===== src/rtl/pcnt_pkg.sv =====
package pcnt_pkg;
   // Action chosen for the coming clock edge, listed by rising priority.
   typedef enum logic [1:0] {
      ACT_HOLD  = 2'd0,
      ACT_COUNT = 2'd1,
      ACT_LOAD  = 2'd2,
      ACT_CLEAR = 2'd3
   } pcnt_act_e;
endpackage


===== src/rtl/pcnt_ctrl.sv =====
module pcnt_ctrl
   import pcnt_pkg::*;
(
   input  logic      clr_n,
   input  logic      load_n,
   input  logic      en_p,
   input  logic      en_t,
   output pcnt_act_e act
);
   // Fixed priority: clear, then load, then count, else hold.
   always_comb begin
      if (!clr_n)
         act = ACT_CLEAR;
      else if (!load_n)
         act = ACT_LOAD;
      else if (en_p && en_t)
         act = ACT_COUNT;
      else
         act = ACT_HOLD;
   end
endmodule


===== src/rtl/pcnt_next.sv =====
module pcnt_next
   import pcnt_pkg::*;
#(
   parameter int WIDTH = 4
) (
   input  pcnt_act_e        act,
   input  logic [WIDTH-1:0] q,
   input  logic [WIDTH-1:0] din,
   output logic [WIDTH-1:0] nxt
);
   localparam logic [WIDTH-1:0] STEP = WIDTH'(1);

   always_comb begin
      unique case (act)
         ACT_CLEAR: nxt = '0;
         ACT_LOAD:  nxt = din;
         ACT_COUNT: nxt = q + STEP;
         default:   nxt = q;
      endcase
   end
endmodule


===== src/rtl/pcnt_state.sv =====
module pcnt_state #(
   parameter int WIDTH    = 4,
   parameter int CLR_SYNC = 0
) (
   input  logic             clk,
   input  logic             clr_n,
   input  logic [WIDTH-1:0] nxt,
   output logic [WIDTH-1:0] q
);
   generate
      if (CLR_SYNC == 0) begin : g_async_clr
         always_ff @(posedge clk or negedge clr_n) begin
            if (!clr_n)
               q <= '0;
            else
               q <= nxt;
         end

         // with asynchronous clear the count reads zero at every edge where clear is low
         assert_async_clear_R4: assert property (@(posedge clk)
            !clr_n |-> (q == '0));
      end else begin : g_sync_clr
         // The next-state logic already selects zero while clear is low.
         always_ff @(posedge clk) begin
            q <= nxt;
         end

         // with synchronous clear the count is zero one edge after clear is sampled low
         assert_sync_clear_R4: assert property (@(posedge clk)
            !clr_n |=> (q == '0));
      end
   endgenerate
endmodule


===== src/rtl/pcnt_carry.sv =====
module pcnt_carry #(
   parameter int WIDTH = 4
) (
   input  logic             en_t,
   input  logic [WIDTH-1:0] q,
   output logic             carry
);
   always_comb carry = en_t & (&q);
endmodule


===== src/rtl/preset_cascade_counter.sv =====
module preset_cascade_counter
   import pcnt_pkg::*;
#(
   parameter int WIDTH    = 4,
   parameter int CLR_SYNC = 0
) (
   input  logic             clk,
   input  logic             clr_n,
   input  logic             load_n,
   input  logic             en_p,
   input  logic             en_t,
   input  logic [WIDTH-1:0] din,
   output logic [WIDTH-1:0] q,
   output logic             carry_out
);
   localparam logic [WIDTH-1:0] TOP  = '1;
   localparam logic [WIDTH-1:0] STEP = WIDTH'(1);

   generate
      if (WIDTH < 1) begin : g_bad_width
         $error("preset_cascade_counter: WIDTH must be at least 1");
      end
      if (CLR_SYNC != 0 && CLR_SYNC != 1) begin : g_bad_mode
         $error("preset_cascade_counter: CLR_SYNC must be 0 or 1");
      end
   endgenerate

   pcnt_act_e        act;
   logic [WIDTH-1:0] nxt;

   pcnt_ctrl u_ctrl (
      .clr_n  (clr_n),
      .load_n (load_n),
      .en_p   (en_p),
      .en_t   (en_t),
      .act    (act)
   );

   pcnt_next #(.WIDTH(WIDTH)) u_next (
      .act (act),
      .q   (q),
      .din (din),
      .nxt (nxt)
   );

   pcnt_state #(.WIDTH(WIDTH), .CLR_SYNC(CLR_SYNC)) u_state (
      .clk   (clk),
      .clr_n (clr_n),
      .nxt   (nxt),
      .q     (q)
   );

   pcnt_carry #(.WIDTH(WIDTH)) u_carry (
      .en_t  (en_t),
      .q     (q),
      .carry (carry_out)
   );

   // a load lands on the next edge whatever the enables are
   assert_load_R2: assert property (@(posedge clk) disable iff (!clr_n)
      !load_n |=> (q == $past(din)));

   // counting adds one and wraps at the width
   assert_count_R5: assert property (@(posedge clk) disable iff (!clr_n)
      (load_n && en_p && en_t) |=> (q == $past(q) + STEP));

   // with an enable low and no load, the count stays put
   assert_hold_R6: assert property (@(posedge clk) disable iff (!clr_n)
      (load_n && !(en_p && en_t)) |=> $stable(q));

   // carry only at the top value with en_t high
   assert_carry_top_R7: assert property (@(posedge clk) disable iff (!clr_n)
      carry_out |-> (en_t && q == TOP));

   // carry always present at the top value with en_t high
   assert_carry_seen_R7: assert property (@(posedge clk) disable iff (!clr_n)
      (en_t && q == TOP) |-> carry_out);
endmodule


===== config.mk =====
export PLATFORM = sky130hd
export DESIGN_NAME = preset_cascade_counter
export DESIGN_NICKNAME = d
export VERILOG_FILES = /design/src/rtl/pcnt_pkg.sv /design/src/rtl/pcnt_ctrl.sv /design/src/rtl/pcnt_next.sv /design/src/rtl/pcnt_state.sv /design/src/rtl/pcnt_carry.sv /design/src/rtl/preset_cascade_counter.sv
export SDC_FILE = /design/constraint.sdc
export NUM_CORES = 1
export LEC_CHECK = 0
export CAP_MARGIN = 5
export CORE_AREA = 5 5 42 44
export CTS_CLUSTER_DIAMETER = 120
export DETAILED_ROUTE_END_ITERATION = 12
export DIE_AREA = 0 0 47 49
export PLACE_DENSITY = 0.51
export SYNTH_ARGS = -nofsm -noshare
export SYNTH_HDL_FRONTEND = slang
export SYNTH_SLANG_ARGS = --single-unit

===== constraint.sdc =====
create_clock -name clk -period 1.2 [get_ports clk]
set_input_delay 0.36 -clock clk [delete_from_list [all_inputs] [get_ports clk]]
set_output_delay 0.36 -clock clk [all_outputs]
set_load 0.01 [all_outputs]

## Word level (Yosys, flattened, before mapping)

Index checks and enable logic that the tools add are counted.

- Register bits after elaboration: 4
- Input bits: 9
- Output and inout bits: 5
- Logic and storage cells: 13

- Add/sub/neg operators: 1
- Eq/ne operators: 3
- Mux-type cells: 4
- Bitwise logic cells: 1
- Reductions and logical operators: 3

Operators with widths:

| kind | number |
|---|---|
| one-hot mux 4 bit (3 select lines) | 1 |
| adder 4 x 1 -> 4 bit (second input constant) | 1 |
| == test 2 bit (second input constant) | 2 |
| two-way mux 2 bit | 2 |
| AND reduction 4 bit | 1 |
| nonzero test 3 bit | 1 |
| == test 2 x 1 -> 1 bit (second input constant) | 1 |
| AND 1 bit | 1 |
| logical AND 1 bit | 1 |
| two-way mux 1 bit | 1 |

## Logic depth before layout (Yosys ltp)

- Depth after elaboration: 6
- Mapped depth: 4
- Mapped depth without buffers: 4

## Cells and area by module

From an unflattened synthesis, not the netlist that was laid out.

- Cells, all modules: 29
- Area, all modules: 269.0 um^2

By module, submodules not included:

| module | times used | cells each | area each (um^2) | sequential area each (um^2) |
|---|---|---|---|---|
| pcnt_next | 1 | 19 | 143.9 | 0.0 |
| pcnt_state | 1 | 4 | 100.1 | 100.1 |
| pcnt_carry | 1 | 3 | 12.5 | 0.0 |
| pcnt_ctrl | 1 | 3 | 12.5 | 0.0 |

## Worst setup path after synthesis

No wires, ideal clock.

- Path type: reg2out
- Start: register u_state.q[0]
- End: output carry_out
- Data arrival time: 0.836 ns
- Required time: 0.840 ns
- Slack: 0.004 ns
- Stages on the path, launching flop included: 3
- Buffers on the path: 0
- Cell sequence: dfrtp_1 ha_1 and4_2

- Cells in the longest elaborated chain, start to end: 2

RTL lines:

| what | RTL line | source |
|---|---|---|
| from (decl) | pcnt_state.sv:8 | `output logic [WIDTH-1:0] q` |
| from (signal assigned) | pcnt_state.sv:16 | `q <= nxt;` |
| AND reduction 4 bit | pcnt_carry.sv:8 | `always_comb carry = en_t & (&q);` |
| AND 1 bit | pcnt_carry.sv:8 |  |
| to (decl) | preset_cascade_counter.sv:14 | `output logic carry_out` |

Every way passes these cells.

## Final worst setup path

- Start: register u_state.q[1]
- End: output carry_out

Same word-level chain as after synthesis.

==> flow_summary.toml <==
[finish]
multi_input_comb_area_um2 = 131
top_register = "u_state.q"
fillCellCount = 156
largest_reg_flops = 4
drive_gt1_frac = 0.451
num_antenna_cells = 0
seqCellArea_um2 = 100
layout_commonest_cell = "buf_4"
num-nets-final = 63
layout_common_cells = "buf_4 (9), buf_6 (6), clkdlybuf4s50_1 (5), dfrtp_1 (4)"
largest_registers = "u_state.q x4"
syn_to_final_growth_pct = 121
postLayoutCellArea_um2 = 498

[worst_setup_path]
worstSetupPathType = "reg -> out"
crit_buf_inv = 1
crit_slowest_cell = "dfrtp_1"
endpoint_kind = "output port"
crit_chain = "ha_2 -> and4_4 -> buf_6"
cpLargestDelayFamily = "flip-flops"
path_max_fanout = 2
max_stage_delay_ns = 0.35
crit_required_ns = 0.84
crit_arrival_ns = 1.05
start_kind = "register"

[route]
drtPass1Iterations = 2
drtIter0Drc = 3
wl_per_cell_um = 10.6
drt-total-wl_um = 707
vias = 285
ant_nets = 0
via_per_inst = 4.25
drc = 0

[timing]
hold_viol = 0
fin_crit_sh = 1.18
finalSetupTns_ns = -0.412
setup_viol = 5
fmaxAchievable_mhz = 708
finClkSkew_ns = 0.000988
layout_min_cycle_time_ns = 1.41
worst_pin_slew_ns = 0.293
max_slew_margin = 0.805
rsz0062_at_grt = "true"
drv_slew = 0
fin_ws_ns = -0.212

[synth]
syn_nets = 34
synth.avg_cell_area_um2 = 9.38
ys_seq_elements = 4
ys_seq_area_frac = 0.444
synthCells = 24
ys_types = 15
syn_area_um2 = 225
yosysWarnings = 0

[die]
core_area_um2 = 1400
die_x_um = 47
ioPinCount = 14
dieArea_um2 = 2300
start_util = 0.161
die_h_um = 49
row_count = 14

[grt]
grt_pass1_vias = 274
overflow = 0
grt_pass1_wl_um = 1050
grt_max_degree = 9
grt.total_usage = 0.0678
antenna_found_initial = 0

[clock_network]
cts-root-buf = "clkbuf_4"
h-tree-depth = 1
clk_path_buf_depth = 2
clkLatencyLatePin_ns = 0.23
cts_sinks = 4
clkTransAtPathRegs_ns = 0.04
numCtsBuffers = 3
cts_tree = "done"

[run_status]
status = "complete, but fails checks"
violations = "negative setup slack"

[job]
maxCapViolations = 0

[placement]
io_buffers = 13
place_hpwl_um = 562
placed_area_um2 = 443
place_congestion = 0.706

[pwr]
power.leakage_nw = 0.238
vdd_drop_max_mv = 0.300
power.density_nw_per_um2 = 885

[min_path]
hp-class = "in -> async"
## power breakdown
part           internal (W)  switching [W]
Clock              0.000112      0.0000496
Sequential         0.000146     0.00000665
Combinational     0.0000782      0.0000493
## final timing paths
path | from | endpoint | slack, ns | cells past startpoint
min | clr_n | u_state.q[3] | 0.50 | 2
max reg2reg | u_state.q[1] | u_state.q[3] | 0.01 | 5
min in group clk | load_n | u_state.q[2] | 0.52 | 2
max | u_state.q[1] | carry_out | -0.21 | 3
min reg2reg | u_state.q[3] | u_state.q[3] | 0.70 | 3
max in group asynchronous | clr_n | u_state.q[1] | 0.61 | 2
## cells by family after synthesis
logic type / share of synthesized area
AO/OA/AOI/OAI: 0.189
XOR/XNOR: 0.0778
adder cells (fa/ha/maj): 0.0555
buffers and inverters: 0.0167
flip-flops: 0.444
AND/OR/NAND/NOR: 0.217
## metrics by stage
step                std cells  hold WS [ns]   util  total power, W  setup slack (ns)
CTS                        66         0.499  0.341        0.000447            -0.222
global placement           62         0.656  0.316        0.000271            -0.726
detailed placement         62         0.657  0.316        0.000271            -0.732
finish                     67         0.497  0.355        0.000441            -0.212
global route               67         0.525  0.355        0.000473            -0.256
floorplan                  24        0.0644      -        0.000183           0.00360
## cell type report
type	count	share of cell area
inverter	1	0.00754
sequential	4	0.201
tap	16	0.0402
timing repair buffer	24	0.442
clock buffer	3	0.0452
multi-input combinational	19	0.264
## synth_stat cells
master    n  area, um^2
a211oi_1  1        7.51
a21oi_1   1        5.00
a311oi_1  1        8.76
a31oi_1   1        6.26
and4_2    1        10.0
dfrtp_1   4         100
ha_1      1        12.5
inv_1     1        3.75
nand2_1   1        3.75
nand2_2   1        6.26
nand3_1   3        15.0
nor2_1    2        7.51
o21ai_0   3        15.0
or3_1     1        6.26
xor2_1    2        17.5
## repair_timing
item                       CTS  global route
resized for setup           29             3
buffers inserted             1             1
setup endpoints to repair    8             7
hold buffers                 0             0
pin swaps                    1             1
## per-layer routing
layer	part of all wire	wire length [um]	track usage	up-vias
li1	-	-	-	147
met1	0.40	280	0.0711	127
met2	0.48	341	0.0973	11
met3	0.12	85	0.0221	0
met4	0	0	0.0691	0
met5	0	0	0	-
## worst register-to-register path: stages (launching register included)
cell	delay [ns]
dfrtp_1	0.35
buf_4	0.11
buf_6	0.09
nand3_1	0.08
or3_1	0.31
a31oi_1	0.17
(Power assumes the default switching activity.)
